===== src/rtl/scl_search_pkg.sv =====
package scl_search_pkg;

    typedef enum logic [2:0] {
        ST_IDLE,
        ST_RANGE,
        ST_BCEIL,
        ST_FREQ,
        ST_FINISH
    } search_st_e;

endpackage


===== src/rtl/seq_divider.sv =====
module seq_divider #(
    parameter int W = 32
) (
    input  logic         clk,
    input  logic         rst_n,
    input  logic         go,
    input  logic [W-1:0] num,
    input  logic [W-1:0] den,
    output logic         done,
    output logic [W-1:0] quo,
    output logic [W-1:0] rem
);
    localparam int CW = $clog2(W + 1);

    typedef struct packed {
        logic          run;
        logic          done;
        logic [CW-1:0] cnt;
        logic [W-1:0]  quo;
        logic [W-1:0]  rem;
        logic [W-1:0]  den;
    } div_regs_t;

    div_regs_t r_d, r_q;
    logic [W:0] shifted;
    logic       fits;

    always_comb begin
        r_d      = r_q;
        r_d.done = 1'b0;
        shifted  = {r_q.rem, r_q.quo[W-1]};
        fits     = (shifted >= {1'b0, r_q.den});
        if (go) begin
            r_d.run = 1'b1;
            r_d.cnt = CW'(W);
            r_d.quo = num;
            r_d.rem = '0;
            r_d.den = den;
        end else if (r_q.run) begin
            r_d.rem = fits ? W'(shifted - {1'b0, r_q.den}) : shifted[W-1:0];
            r_d.quo = {r_q.quo[W-2:0], fits};
            r_d.cnt = r_q.cnt - CW'(1);
            if (r_q.cnt == CW'(1)) begin
                r_d.run  = 1'b0;
                r_d.done = 1'b1;
            end
        end
    end

    always_ff @(posedge clk or negedge rst_n) begin
        if (!rst_n) r_q <= '0;
        else        r_q <= r_d;
    end

    assign done = r_q.done;
    assign quo  = r_q.quo;
    assign rem  = r_q.rem;

endmodule


===== src/rtl/scl_div_search.sv =====
module scl_div_search
    import scl_search_pkg::*;
#(
    parameter int W        = 32,
    parameter int PRESCALE = 22,
    parameter int A_CNT    = 4,
    parameter int B_LIMIT  = 64,
    parameter int F_LIMIT  = 400000
) (
    input  logic                       clk,
    input  logic                       rst_n,
    input  logic                       start,
    input  logic [W-1:0]               fin,
    input  logic [W-1:0]               freq_req,
    output logic                       busy,
    output logic                       done,
    output logic                       err,
    output logic [$clog2(A_CNT)-1:0]   div_a,
    output logic [$clog2(B_LIMIT)-1:0] div_b,
    output logic [W-1:0]               fout
);
    localparam int AW = $clog2(A_CNT);
    localparam int BW = $clog2(B_LIMIT);
    localparam logic [W-1:0]  ONE    = W'(1);
    localparam logic [W-1:0]  K_PRE  = W'(PRESCALE);
    localparam logic [W-1:0]  F_MAX  = W'(F_LIMIT);
    localparam logic [W-1:0]  B_MAX  = W'(B_LIMIT);
    localparam logic [W-1:0]  R_MAX  = W'(A_CNT * B_LIMIT);
    localparam logic [AW-1:0] A_LAST = AW'(A_CNT - 1);

    typedef struct packed {
        search_st_e    st;
        logic [W-1:0]  fin;
        logic [W-1:0]  req;
        logic [AW-1:0] a;
        logic [W-1:0]  bc;
        logic          found;
        logic [AW-1:0] best_a;
        logic [BW-1:0] best_b;
        logic [W-1:0]  best_f;
        logic [W-1:0]  best_e;
        logic          done;
        logic          err;
        logic [AW-1:0] res_a;
        logic [BW-1:0] res_b;
        logic [W-1:0]  res_f;
    } srch_regs_t;

    srch_regs_t s_d, s_q;

    logic         div_go, div_done;
    logic [W-1:0] div_n, div_d, div_q, div_r;
    logic [W-1:0] a_now, a_next, bc_new;
    logic         advance;

    seq_divider #(.W(W)) u_div (
        .clk  (clk),
        .rst_n(rst_n),
        .go   (div_go),
        .num  (div_n),
        .den  (div_d),
        .done (div_done),
        .quo  (div_q),
        .rem  (div_r)
    );

    always_comb begin
        s_d     = s_q;
        s_d.done = 1'b0;
        div_go  = 1'b0;
        div_n   = s_q.fin;
        div_d   = ONE;
        advance = 1'b0;
        a_now   = {{(W-AW){1'b0}}, s_q.a} + ONE;
        a_next  = a_now + ONE;
        bc_new  = div_q + {{(W-1){1'b0}}, |div_r};

        unique case (s_q.st)
            ST_IDLE: begin
                if (start) begin
                    s_d.fin    = fin;
                    s_d.req    = freq_req;
                    s_d.a      = '0;
                    s_d.found  = 1'b0;
                    s_d.best_a = '0;
                    s_d.best_b = '0;
                    s_d.best_f = '0;
                    s_d.best_e = '1;
                    if (freq_req == '0 || freq_req > F_MAX) begin
                        s_d.st = ST_FINISH;
                    end else begin
                        div_go = 1'b1;
                        div_n  = fin;
                        div_d  = K_PRE * freq_req;
                        s_d.st = ST_RANGE;
                    end
                end
            end
            ST_RANGE: begin
                if (div_done) begin
                    if (div_q == '0 || div_q > R_MAX) begin
                        s_d.st = ST_FINISH;
                    end else begin
                        div_go = 1'b1;
                        div_d  = K_PRE * s_q.req;
                        s_d.st = ST_BCEIL;
                    end
                end
            end
            ST_BCEIL: begin
                if (div_done) begin
                    if (bc_new == '0 || bc_new > B_MAX) begin
                        advance = 1'b1;
                    end else begin
                        s_d.bc = bc_new;
                        div_go = 1'b1;
                        div_d  = K_PRE * a_now * bc_new;
                        s_d.st = ST_FREQ;
                    end
                end
            end
            ST_FREQ: begin
                if (div_done) begin
                    if (div_q <= s_q.req && (s_q.req - div_q) < s_q.best_e) begin
                        s_d.found  = 1'b1;
                        s_d.best_a = s_q.a;
                        s_d.best_b = BW'(s_q.bc - ONE);
                        s_d.best_f = div_q;
                        s_d.best_e = s_q.req - div_q;
                    end
                    advance = 1'b1;
                end
            end
            ST_FINISH: begin
                s_d.done  = 1'b1;
                s_d.err   = ~s_q.found;
                s_d.res_a = s_q.found ? s_q.best_a : '0;
                s_d.res_b = s_q.found ? s_q.best_b : '0;
                s_d.res_f = s_q.found ? s_q.best_f : '0;
                s_d.st    = ST_IDLE;
            end
            default: s_d.st = ST_IDLE;
        endcase

        if (advance) begin
            if (s_q.a == A_LAST) begin
                s_d.st = ST_FINISH;
            end else begin
                s_d.a  = s_q.a + AW'(1);
                div_go = 1'b1;
                div_d  = K_PRE * s_q.req * a_next;
                s_d.st = ST_BCEIL;
            end
        end
    end

    always_ff @(posedge clk or negedge rst_n) begin
        if (!rst_n) s_q <= '{st: ST_IDLE, default: '0};
        else        s_q <= s_d;
    end

    logic [W-1:0] req_lat, fin_lat;
    assign req_lat = s_q.req;
    assign fin_lat = s_q.fin;

    assign busy  = (s_q.st != ST_IDLE);
    assign done  = s_q.done;
    assign err   = s_q.err;
    assign div_a = s_q.res_a;
    assign div_b = s_q.res_b;
    assign fout  = s_q.res_f;

endmodule


===== config.mk =====
export PLATFORM = sky130hd
export DESIGN_NAME = scl_div_search
export DESIGN_NICKNAME = d
export VERILOG_FILES = /design/src/rtl/scl_search_pkg.sv /design/src/rtl/seq_divider.sv /design/src/rtl/scl_div_search.sv
export SDC_FILE = /design/constraint.sdc
export NUM_CORES = 1
export LEC_CHECK = 0
export BUFFER_PORTS_ARGS = -buffer_cell sky130_fd_sc_hd__buf_2
export CAP_MARGIN = 40
export CORE_MARGIN = 1
export CORE_UTILIZATION = 39
export DETAILED_ROUTE_END_ITERATION = 7
export PLACE_DENSITY = 0.51
export SYNTH_ARGS = -nofsm -noshare
export SYNTH_HDL_FRONTEND = slang
export SYNTH_HIERARCHICAL = 1
export SYNTH_SLANG_ARGS = --single-unit

===== constraint.sdc =====
create_clock -name clk -period 13.26 [get_ports clk]
set_input_delay 1.989 -clock clk [delete_from_list [all_inputs] [get_ports clk]]
set_output_delay 1.989 -clock clk [all_outputs]
set_load 0.02 [all_outputs]

[Word-level counts from Yosys, hierarchy flattened]
Cells that the tools add are included.
Storage, ports and cells
  memory bits (writable): 0
  input port bits: 67
  output and inout bits: 43
  register bits after elaboration: 294
  latch bits: 0
  memories: 0
  ROM bits: 0
Operators by class
  divide/modulo/power cells: 0
  reduce and logical (&&, ||, !) cells: 16
  bitwise operators: 2
  eq/ne operators: 14
  add/subtract/negate cells: 8
  shift operators: 0
  multiply operators: 5
  mux-type cells: 51
  order comparisons: 6
Operators by type and width (count)
  $mux W32: 13
  $mux W73: 3
  $pmux W73 S2: 1
  $logic_not A32 Y1: 3
  $pmux W32 S3: 1
  $mux W72: 1
  $mux W70: 1
  $mux W69: 1
  $mul A4 B32 Y31 const A: 2
  $sub A32 B32 Y32: 2
  $mux W42: 1
  $ge A33 B32 Y1: 1
  $add A32 B1 Y32: 1
  $gt A32 B19 Y1 const B: 1
  $gt A32 B7 Y1 const B: 1
  $gt A32 B9 Y1 const B: 1
  $le A32 B32 Y1: 1
  $lt A32 B32 Y1: 1
  $mul A7 B32 Y31: 1
  $reduce_or A32 Y1: 1
  $mul A31 B4 Y31: 1
  $mux W3: 7
  $mux W1: 13
  $pmux W3 S4: 1
  other kinds (28): 42

[Longest topological paths before layout]
Gate-level depths: netlist (run 1).
  depth in word-level cells: 10
  gate-level depth with buffers: 32
  depth with buffers taken out: 32

[Cells and area by module]
The synthesis (run 1) kept the hierarchy.
Modules (own cells, without submodules)
  scl_div_search: area an instance 26543.0 µm², instances 1, cells an instance 3325, seq. area each 4754.6 µm²
  seq_divider: area an instance 6926.6 µm², instances 1, cells an instance 810, seq. area each 2602.5 µm²

[Least setup slack after synthesis (run 1)]
OpenSTA, ideal clock, no wires.
  path kind: register -> register
  start point: reg u_div.r_q (netlist bit u_div/rem[6])
  end point: reg u_div/r_q[31] in the netlist's numbering
  cell stages (with the launch flop): 32
  arrival: 6998 ps
  clock period less this slack: 7131 ps
  buffers on the path: 1
  slack: 6129 ps
  setup time: 133 ps
  cells stage by stage: dfrtp_1 buf_4 nor4_1 nand4_1 or2_2 ha_1 ha_1 nand4_4 nor2_1 xnor2_1 nor2_1 fa_1 fa_1 fa_1 inv_1 fa_1 inv_1 ha_1 or2_2 and2_1 o21a_1 o211ai_1 a31oi_1 a31o_2 a21o_1 a211oi_1 a21oi_1 xnor2_1 a22oi_1 o211ai_1 nand2_1 o21ai_0
On the way
  cells in the longest elaborated chain, start to end: 9
  elaborated cells between the ends (all ways): 19
  classes of those cells: 1 x add/sub; 1 x mul; 1 x order compare; 13 x mux; 3 x reduce/logical
RTL lines
  start, declared: RTL line seq_divider.sv:24  | div_regs_t r_d, r_q;
  start signal, assigned: RTL line seq_divider.sv:52  | else r_q <= r_d;
  $reduce_or A32 Y1 (*): RTL line scl_div_search.sv:76  | bc_new = div_q + {{(W-1){1'b0}}, |div_r};
  $add A32 B1 Y32 (*): RTL line scl_div_search.sv:76
  parallel branches: the longest is 6 deep, another holds $mul A7 B32 Y31
  $mux W32 (*): RTL line scl_div_search.sv:145  | if (advance) begin
  named net div_d[31]: RTL line scl_div_search.sv:52  | logic [W-1:0] div_n, div_d, div_q, div_r;
Mark *: on every way through the listed nets, which the timed path passes.
A chain may end at the register's enable or synchronous reset.

[Worst setup path in the final report (run 1)]
  start point: reg s_q[147] in the netlist's numbering
  end point: reg u_div/r_q[23] in the netlist's numbering
On the way
  cells in the longest elaborated chain, start to end: 8
  elaborated cells between the ends (all ways): 13
  classes of those cells: 2 x add/sub; 3 x mul; 1 x eq/ne; 7 x mux
RTL lines
  start, declared: RTL line scl_div_search.sv:49  | srch_regs_t s_d, s_q;
  start signal, assigned: RTL line scl_div_search.sv:158  | if (!rst_n) s_q <= '{st: ST_IDLE, default: '0};
  start signal, assigned: RTL line scl_div_search.sv:159  | else s_q <= s_d;
  $add A2 B1 Y3: RTL line scl_div_search.sv:74  | a_now = {{(W-AW){1'b0}}, s_q.a} + ONE;
  $mul A4 B3 Y7: RTL line scl_div_search.sv:117  | div_d = K_PRE * a_now * bc_new;
  $mul A7 B32 Y31: RTL line scl_div_search.sv:117
  $mux W32: RTL line scl_div_search.sv:112  | if (bc_new == '0 || bc_new > B_MAX) begin
  $mux W32: RTL line scl_div_search.sv:111  | if (div_done) begin
  $pmux W32 S3: RTL line scl_div_search.sv:78  | unique case (s_q.st)
  $mux W32: RTL line scl_div_search.sv:146  | if (s_q.a == A_LAST) begin
  $mux W32 (*): RTL line scl_div_search.sv:145
  named net div_d[23]: RTL line scl_div_search.sv:52
Mark *: on every way through the listed nets, which the timed path passes. The rest lies on a longest branch.

==> summary.txt, run 1 <==
Detailed routing
  – Initial DRC count: 2163
  – Post-route ant nets: 0
  – Drt via density: 5.36
  – Pre-Repair DR Iteration Count: 5
  – Vias: 28100
  – Final wirelength: 109000 um
  – WL per Instance: 20.9 um
  – DRC: 0

Critical path
  – Most frequent CP cell: fa_1
  – Crit path launch type: register
  – CP Buf/Inv Count: 6
  – Slowest cell on crit path: dfrtp_2
  – Stages on worst setup path: 27
  – Worst path top cell family by delay: adder cells
  – Crit path DAT: 9160 ps
  – CP peak stage delay: 620 ps
  – Critical path class: register to register
  – Worst-path maximum fanout: 34
  – Worst Path Required: 13660 ps
  – Worst-case reg-to-reg path depth: 27
  – Crit. End Element: register

Power and ir drop
  – Static Leakage: 18.0 nW
  – Design Power: 5.96 mW
  – Max IR drop VDD: 105 uV
  – Pwr dens: 166 mW/mm2

Synth
  – Top_reg_cell synth: dfrtp_1
  – Synth unique cells: 98
  – Post-synth EDFFs: 0
  – Synth Instances: 4135
  – Seq cells post-synth: 294
  – Post-Syn Area: 0.0335 mm2
  – Mapped Avg Cell Area: 8.09 um2
  – Mapped Nets: 4730
  – Yosys warning total: 6
  – Seq/Total Area, Yosys: 0.220
  – Asr flop ratio synth: 1.00

Clocking
  – Cts repair resizes: 0
  – Post-CTS Setup Inserts: 0
  – # H-tree levels: 2
  – Clk buf depth: 3
  – TritonCTS clock tree: yes
  – Clock sink count: 294
  – Cts bufs inserted: 37
  – Clock transition at path regs: 50 ps
  – Clock Latency Late Sink: 570 ps
  – CTS Hold Bufs: 0
  – Root Driver: clkbuf_16

STA
  – # setup viols final: 0
  – Fmax achieved: 114 MHz
  – Slew headroom: 0.381
  – Clk_skew: 23.1 ps
  – Hold WS: 468 ps
  – Final worst path period need: 8760 ps
  – RSZ-0062 raised after global routing: false
  – Worst Tran Pin Value: 922 ps
  – Final Slew Violations: 0
  – PnR worst setup slack: 4500 ps
  – Fin. Hold Viols: 0
  – Final critical-path share of the clock period: 0.660
  – Setup TNS: 0 ps

Finish
  – Antenna cells: 0
  – Most frequent cells in the layout: inv_1, nand2_1, nor2_1
  – Synth-to-layout area growth: 7.02%
  – Fillers: 8790
  – Layout cells sized above 1: 0.0791
  – Commonest non-fill, non-tap cell in the layout: inv_1
  – Final Cell Area: 0.0358 mm2
  – Non-Filler Instances: 5239
  – Final core occ: 0.421
  – Nets: 4662

Global routing
  – Vias in the first global route: 27700
  – Largest net degree at the start of global routing: 148
  – First-pass GRT wire length: 171000 um
  – Gr usage total: 0.256
  – Overflow after GRT: 0
  – Antenna violations before repair: 0

Die
  – Chip width: 295 um
  – Initial core utilization: 0.393
  – Placeable Area: 0.0851 mm2
  – FP Rows: 107
  – Die area: 0.0870 mm2
  – I/O pin total: 110
  – Die height: 295 um

Placement
  – Pre-CTS setup slack: 4620 ps
  – Number of instances in the placed design: 5172
  – DP Area: 0.0345 mm2
  – Post-DP HPWL: 85800 um
  – Port bufs: 109
  – GPL Wtd Cong: 0.942

Flow run
  – Max_cap viols: 0

Hold path
  – Hold path cells: 2
  – Worst min-delay path class: register to register

Run status
  – Run status: finished, final reports clean
[final timing paths]
path | startpoint | endpoint | slack [ps]
max in group asynchronous | rst_n | u_div/r_q[103] | 9780
setup reg to reg | s_q[147] | u_div/r_q[23] | 4500
setup / recovery | s_q[147] | u_div/r_q[23] | 4500
hold reg to reg | fout[27] | fout[27] | 470
hold / removal | fout[27] | fout[27] | 470
min in group asynchronous | rst_n | s_q[44] | 1410
[per-layer routing]
layer	share of wire	track usage
met4	0.026	0.0662
met1	0.47	0.377
met5	0	0
met3	0.059	0.0282
met2	0.44	0.399
[Yosys cell counts (44+ instances only)]
| library cell | count | area [um2] |
|---|---|---|
| nand2_1 | 591 | 2220 |
| a21oi_1 | 163 | 816 |
| xnor2_1 | 139 | 1220 |
| nand3_1 | 80 | 400 |
| dfrtp_1 | 294 | 7360 |
| xor2_1 | 70 | 613 |
| nor2_1 | 297 | 1110 |
| fa_1 | 238 | 4760 |
| o21ai_0 | 283 | 1420 |
| clkbuf_1 | 119 | 447 |
| ha_1 | 290 | 3630 |
| nor2b_1 | 52 | 325 |
| inv_1 | 619 | 2320 |
| o31ai_1 | 44 | 330 |
| buf_4 | 111 | 833 |
| a21o_1 | 83 | 623 |
[worst register-to-register path: cells and delay by family (launching register included)]
family / cells / cell delay (ps)
AO/OA/AOI/OAI: 11 / 2710
flip-flops: 1 / 620
XOR/XNOR: 1 / 190
adder cells (fa/ha/maj): 6 / 2930
buffers and inverters: 6 / 1370
AND/OR/NAND/NOR: 3 / 790
[cells by family after synthesis]
kind of cell	synth area share
AO/OA/AOI/OAI	0.165
XOR/XNOR	0.0562
adder cells (fa/ha/maj)	0.251
buffers and inverters	0.115
flip-flops	0.220
multiplexers	0.0156
AND/OR/NAND/NOR	0.178
[state kept, by name, summed over array words and instances (netlist names)]
name / flops
s_q: 84
u_div/r_q: 39
fin_lat: 32
fout: 32
req_lat: 32
u_div/quo: 32
u_div/rem: 32
div_b: 6
div_a: 2
done: 1
err: 1
u_div/done: 1
[area by class of cell]
class                      instances  area, um2  share of cell area
timing repair buffer             162       1030              0.0287
sequential                       294       7360               0.206
multi-input combinational       2950      22400               0.624
tap                             1144       1430              0.0400
clock inverter                    21        308             0.00859
clock buffer                      46       1000              0.0279
inverter                         622       2340              0.0652
[where the power goes]
group	total (mW)	leakage, nW	internal [mW]	switching [mW]
combinational	3.65	13.7	1.33	2.32
sequential	1.21	3.61	1.02	0.183
clock	1.10	0.638	0.659	0.440
Power figures use the tool's default switching activity.
==> inputs of run 2 (changes only) <==
--- a/config.mk
+++ b/config.mk
@@ -10,7 +10,7 @@
 export CORE_MARGIN = 1
 export CORE_UTILIZATION = 39
 export DETAILED_ROUTE_END_ITERATION = 7
-export PLACE_DENSITY = 0.51
+export PLACE_DENSITY = 0.53
 export SYNTH_ARGS = -nofsm -noshare
 export SYNTH_HDL_FRONTEND = slang
 export SYNTH_HIERARCHICAL = 1
==> constraint.sdc (replaced) <==
create_clock -name clk -period 7.85 [get_ports clk]
set_input_delay 1.1775 -clock clk [delete_from_list [all_inputs] [get_ports clk]]
set_output_delay 1.1775 -clock clk [all_outputs]
set_load 0.02 [all_outputs]
==> summary.txt, run 2 (synthesis gave the netlist of run 1 again) <==
Hold path
  – Worst min-delay path class: register to register
  – HP Start: fout[23]
  – Hold path cells: 2 (unchanged)
  – Hold EP: fout[23]

Global routing
  – Largest net degree at the start of global routing: 149 (+0.68%)
  – First-pass GRT wire length: 167000 um (-2.2%)
  – Overflow after GRT: 0 (unchanged)
  – Vias in the first global route: 27800 (+0.40%)
  – Gr usage total: 0.250 (-0.00607)
  – Antenna violations before repair: 5 (+5)

Finish
  – Most frequent cells in the layout: inv_1, nand2_1, nor2_1
  – Antenna cells: 0 (unchanged)
  – Final Cell Area: 0.0368 mm2 (+2.7%)
  – Nets: 4779 (+2.5%)
  – Fillers: 8808 (+0.20%)
  – Largest register by flop count: s_q
  – Synth-to-layout area growth: 9.93%
  – Commonest non-fill, non-tap cell in the layout: inv_1
  – Flip-flop count of the largest register after layout: 84 (unchanged)
  – Layout cells sized above 1: 0.112 (+0.0325)
  – Final core occ: 0.432 (+0.0114)
  – Top flop regs: s_q (84), u_div/r_q (39)

Detailed routing
  – Initial DRC count: 2266 (+4.8%)
  – Final wirelength: 107000 um (-1.8%)
  – Vias: 28500 (+1.4%)
  – DRC: 0 (unchanged)
  – WL per Instance: 20.1 um (-3.9%)
  – Drt via density: 5.31 (-0.84%)
  – Post-route ant nets: 0 (unchanged)
  – Pre-Repair DR Iteration Count: 8 (+3)

Die
  – Chip width: 295 um (unchanged)
  – I/O pin total: 110 (unchanged)
  – Die height: 295 um (unchanged)
  – Placeable Area: 0.0851 mm2 (unchanged)
  – Initial core utilization: 0.393 (unchanged)
  – FP Rows: 107 (unchanged)
  – Die area: 0.0870 mm2 (unchanged)

STA
  – Fmax achieved: 132 MHz (+15%)
  – Clk_skew: 24.8 ps (+1.76 ps)
  – Setup TNS: 0 ps (unchanged)
  – Final Slew Violations: 0 (unchanged)
  – Worst Tran Pin Value: 886 ps (-36.7 ps)
  – # setup viols final: 0 (unchanged)
  – Final critical-path share of the clock period: 0.967 (+0.307)
  – Fin. Hold Viols: 0 (unchanged)
  – Final worst path period need: 7590 ps (-1160 ps)
  – Slew headroom: 0.410 (+0.0289)

Critical path
  – Crit path launch type: register
  – CP peak stage delay: 590 ps (-30 ps)
  – Worst r2r dst: u_div/r_q[31]
  – R2R setup slack: 260 ps (-4250 ps)
  – Worst Path Required: 8300 ps (-5360 ps)
  – Critical path class: register to register
  – Slowest cell on crit path: dfrtp_1
  – Worst r2r src: req_lat[9]
  – Crit. End Element: register
  – Worst-path maximum fanout: 5 (-85%)
  – Crit path DAT: 8040 ps (-1120 ps)
  – Worst-case reg-to-reg path depth: 29 (+7.4%)

Placement
  – DP Area: 0.0354 mm2 (+2.5%)
  – Post-DP HPWL: 85000 um (-0.96%)
  – Port bufs: 109 (unchanged)
  – GPL Wtd Cong: 0.959 (+1.8%)

Clocking
  – Cts bufs inserted: 37 (unchanged)
  – Clock transition at path regs: 60 ps (about the same)
  – # H-tree levels: 2 (unchanged)
  – CTS Hold Bufs: 0 (unchanged)
  – Clk buf depth: 3 (unchanged)
  – Clock Latency Late Sink: 580 ps (about the same)
  – TritonCTS clock tree: yes
  – Root Driver: clkbuf_16
  – Clock sink count: 294 (unchanged)

Power and ir drop
  – Static Leakage: 18.6 nW (+3.2%)
  – Pwr dens: 277 mW/mm2 (+67%)
  – Max IR drop VDD: 207 uV (+96%)

Run status
  – Run status: finished, final reports clean

Flow run
  – Max_cap viols: 0 (unchanged)
-- run 2: where the power goes --
part	internal (mW)	switching [mW]
clock	0.972	0.750
sequential	1.73	0.266
combinational	2.52	3.96
-- run 2: stage by stage --
| stage | hold slack, ps | setup slack (ps) | cells | total power [mW] |
|---|---|---|---|---|
| 2_1_floorplan | 446 | 719 | 4135 | 6.45 |
| 3_3_place_gp | 455 | 39.5 | 5283 | 8.32 |
| 3_5_place_dp | 460 | -54.9 | 5285 | 8.33 |
| 4_1_cts | 474 | 14.6 | 5351 | 10.1 |
| 5_1_grt | 489 | -31.2 | 5355 | 11.1 |
| 6_report | 467 | 258 | 5355 | 10.2 |
-- run 2: critical path, delay by kind of cell, from the launching register on --
family	cells	cell delay, ps
xor+xnor	4	820
fa+ha+maj	6	2680
simple gates	8	1640
compound gates	8	1580
buf+inv	3	140
flops	1	590
-- run 2: cell type report --
| class | instances | area (um2) | share of cell area |
|---|---|---|---|
| Clock buffer | 47 | 1020 | 0.0278 |
| Tap cell | 1144 | 1430 | 0.0389 |
| Multi-Input combinational cell | 2950 | 22500 | 0.612 |
| Sequential cell | 294 | 7370 | 0.200 |
| Timing Repair Buffer | 279 | 1920 | 0.0522 |
| Clock inverter | 19 | 191 | 0.00520 |
| Inverter | 622 | 2340 | 0.0635 |
-- run 2: per-layer routing --
metal | vias up | GRT usage | routed length (um)
li1 | 13600 | - | -
met1 | 13900 | 0.365 | 51600
met2 | 822 | 0.388 | 47100
met3 | 135 | 0.0371 | 6270
met4 | 4 | 0.0567 | 2440
met5 | - | 0 | 28
-- run 2: worst max-delay path by stage --
stage               slack [ps]          start             to
finish                     260     req_lat[9]  u_div/r_q[31]
global route               -30  u_div/rem[18]  u_div/r_q[31]
CTS                         10  u_div/rem[17]  u_div/r_q[31]
detailed placement         -50  u_div/rem[17]  u_div/r_q[31]
global placement            40  u_div/rem[14]  u_div/r_q[31]
floorplan                  720   u_div/rem[6]  u_div/r_q[31]
-- run 2: timing repair --
action | in CTS | in global routing
pin swaps | 0 | 10
buffers inserted | 0 | 4
endpoints found under the setup margin | 1 | 14
gates resized for setup | 3 | 30
==> inputs of run 3 (changes only) <==
--- a/config.mk
+++ b/config.mk
@@ -7,7 +7,7 @@
 export LEC_CHECK = 0
 export BUFFER_PORTS_ARGS = -buffer_cell sky130_fd_sc_hd__buf_2
 export CAP_MARGIN = 40
-export CORE_MARGIN = 1
+export CORE_MARGIN = 8
 export CORE_UTILIZATION = 39
 export DETAILED_ROUTE_END_ITERATION = 7
 export PLACE_DENSITY = 0.53
==> constraint.sdc (replaced) <==
create_clock -name clk -period 7.85 [get_ports clk]
set_input_delay 0.3925 -clock clk [delete_from_list [all_inputs] [get_ports clk]]
set_output_delay 0.3925 -clock clk [all_outputs]
set_load 0.02 [all_outputs]
==> summary.txt, run 3 (synthesis gave the netlist of run 1 again) <==
Run status
  – Run status: finished, final reports clean

Global routing
  – Largest net degree at the start of global routing: 167 (+12%)
  – Vias in the first global route: 28200 (+1.6%)
  – Antenna violations before repair: 10 (+5)
  – First-pass GRT wire length: 169000 um (+0.84%)
  – Overflow after GRT: 0 (unchanged)
  – Gr usage total: 0.227 (-0.0238)

Die
  – FP Rows: 107 (unchanged)
  – Initial core utilization: 0.393 (unchanged)
  – I/O pin total: 110 (unchanged)
  – Placeable Area: 0.0851 mm2 (unchanged)
  – Die area: 0.0955 mm2 (+9.7%)
  – Die height: 309 um (+4.7%)
  – Chip width: 309 um (+4.7%)

STA
  – Fmax achieved: 133 MHz (+0.65%)
  – # setup viols final: 0 (unchanged)
  – Slew headroom: 0.319 (-0.0904)
  – Final Slew Violations: 0 (unchanged)
  – Fin. Hold Viols: 0 (unchanged)
  – Final worst path period need: 7540 ps (-48.8 ps)
  – Clk_skew: 40.3 ps (+15.5 ps)
  – Setup TNS: 0 ps (unchanged)
  – RSZ-0062 raised after global routing: true
  – Worst Tran Pin Value: 1020 ps (+136 ps)
  – Final critical-path share of the clock period: 0.961 (-0.00622)

Clocking
  – TritonCTS clock tree: yes
  – Root Driver: clkbuf_16
  – Clk buf depth: 3 (unchanged)
  – # H-tree levels: 2 (unchanged)
  – Clock sink count: 294 (unchanged)
  – Clock Latency Late Sink: 590 ps (about the same)
  – Cts bufs inserted: 36 (-2.7%)
  – Clock transition at path regs: 60 ps (about the same)

Hold path
  – Hold path cells: 3 (+1)
  – Hold EP: fin_lat[5]
  – Worst min-delay path class: input port to register
  – HP Start: fin[5]

Critical path
  – Crit path DAT: 8000 ps (-40 ps)
  – Most frequent CP cell: fa_1
  – CP peak stage delay: 560 ps (-30 ps)
  – CP Buf/Inv Count: 6 (+3)
  – Crit path launch type: register
  – Worst-path maximum fanout: 5 (unchanged)
  – Worst Path Required: 8310 ps (about the same)
  – Worst r2r src: u_div/rem[17]
  – Worst r2r dst: u_div/r_q[30]
  – Critical path class: register to register
  – Slowest cell on crit path: fa_1
  – Worst path top cell family by delay: adder cells
  – Crit. End Element: register
  – R2R setup slack: 310 ps (+50 ps)
  – Worst-case reg-to-reg path depth: 29 (unchanged)

Finish
  – Top flop regs: s_q (84), u_div/r_q (39)
  – Final core occ: 0.438 (+0.00542)
  – Commonest non-fill, non-tap cell in the layout: inv_1
  – Nets: 4836 (+1.2%)
  – Non-Filler Instances: 5416 (+1.1%)
  – Synth-to-layout area growth: 11.3%
  – Flip-flop count of the largest register after layout: 84 (unchanged)
  – Layout cells sized above 1: 0.122 (+0.0104)
  – Largest register by flop count: s_q
  – Most frequent cells in the layout: inv_1, nand2_1, nor2_1

Placement
  – Post-DP HPWL: 86300 um (+1.6%)
  – GPL Wtd Cong: 0.931 (-2.9%)
  – Port bufs: 109 (unchanged)
  – Number of instances in the placed design: 5342 (+1.1%)

Detailed routing
  – Final wirelength: 108000 um (+0.83%)
  – Vias: 28600 (+0.56%)
  – DRC: 0 (unchanged)
  – WL per Instance: 20.0 um (-0.31%)
  – Post-route ant nets: 0 (unchanged)
  – Pre-Repair DR Iteration Count: 6 (-2)
  – Drt via density: 5.28 (-0.57%)
  – Initial DRC count: 2281 (+0.66%)

Power and ir drop
  – Pwr dens: 280 mW/mm2 (+0.89%)
  – Max IR drop VDD: 189 uV (-8.6%)
  – Static Leakage: 18.9 nW (+1.7%)

Flow run
  – Max_cap viols: 0 (unchanged)
==> run 3: changes by cell type in the layout (fill, tap and decap cells not counted), sizes merged <==
cell / change
buf: +55
clkinvlp: -4
bufinv: +3
diode: +3
clkbuf: +2
dlygate4sd3: +2
clkinv: +1
inv: -1
==> run 3: worst min-delay path: stages <==
cell and delay (ps):
buf_2 90, nand2_1 40, nand2_1 40
==> run 3: worst max-delay path by stage <==
| stage | start | endpoint | slack (ps) | cells past startpoint |
|---|---|---|---|---|
| 2_1_floorplan | u_div/rem[6] | u_div/r_q[31] | 720 | 31 |
| 3_3_place_gp | u_div/rem[14] | u_div/r_q[31] | 60 | 31 |
| 3_5_place_dp | u_div/rem[9] | u_div/r_q[31] | 50 | 32 |
| 4_1_cts | u_div/rem[9] | u_div/r_q[31] | 9 | 32 |
| 5_1_grt | u_div/rem[8] | u_div/r_q[31] | 3 | 31 |
| 6_report | u_div/rem[17] | u_div/r_q[30] | 310 | 29 |
==> run 3: final cells by class <==
cell class | instances | area [um2]
fill | 8647 | 47900
timing repair buffer | 337 | 2350
clock buffer | 48 | 1010
multi-input combinational | 2950 | 22500
antenna | 3 | 7.51
clock inverter | 18 | 267
tap | 1144 | 1430
sequential | 294 | 7360
inverter | 622 | 2340
==> run 3: routing by layer <==
metal,part of all wire,vias up,global-route usage
met4,0.035,8,0.0761
li1,-,13800,-
met2,0.44,754,0.347
met5,0.00049,-,0
met1,0.46,13900,0.318
met3,0.071,164,0.0456
==> run 3: where the power goes <==
part           switching, mW  total, mW  leakage [nW]  internal [mW]
combinational           3.98       6.63          14.6           2.66
clock                  0.748       1.80         0.624           1.05
sequential             0.257       1.99          3.61           1.73
total                   4.98       10.4          18.9           5.44
==> run 3: what timing repair did <==
action                     in CTS  in global routing
hold buffers                    2                  0
setup endpoints to repair       0                 15
buffers inserted                0                  2
hold endpoints to repair       69                  0
resized for setup               0                 29
==> run 3: metrics by stage <==
stage	setup slack [ps]	power (mW)	cell area, um2	hold WS (ps)
global route	3.21	11.3	37200	19.8
floorplan	719	6.45	33500	96.9
CTS	8.73	10.4	37100	3.79
finish	307	10.4	37300	31.6
detailed placement	47.5	8.50	35800	413
global placement	60.2	8.50	35800	407
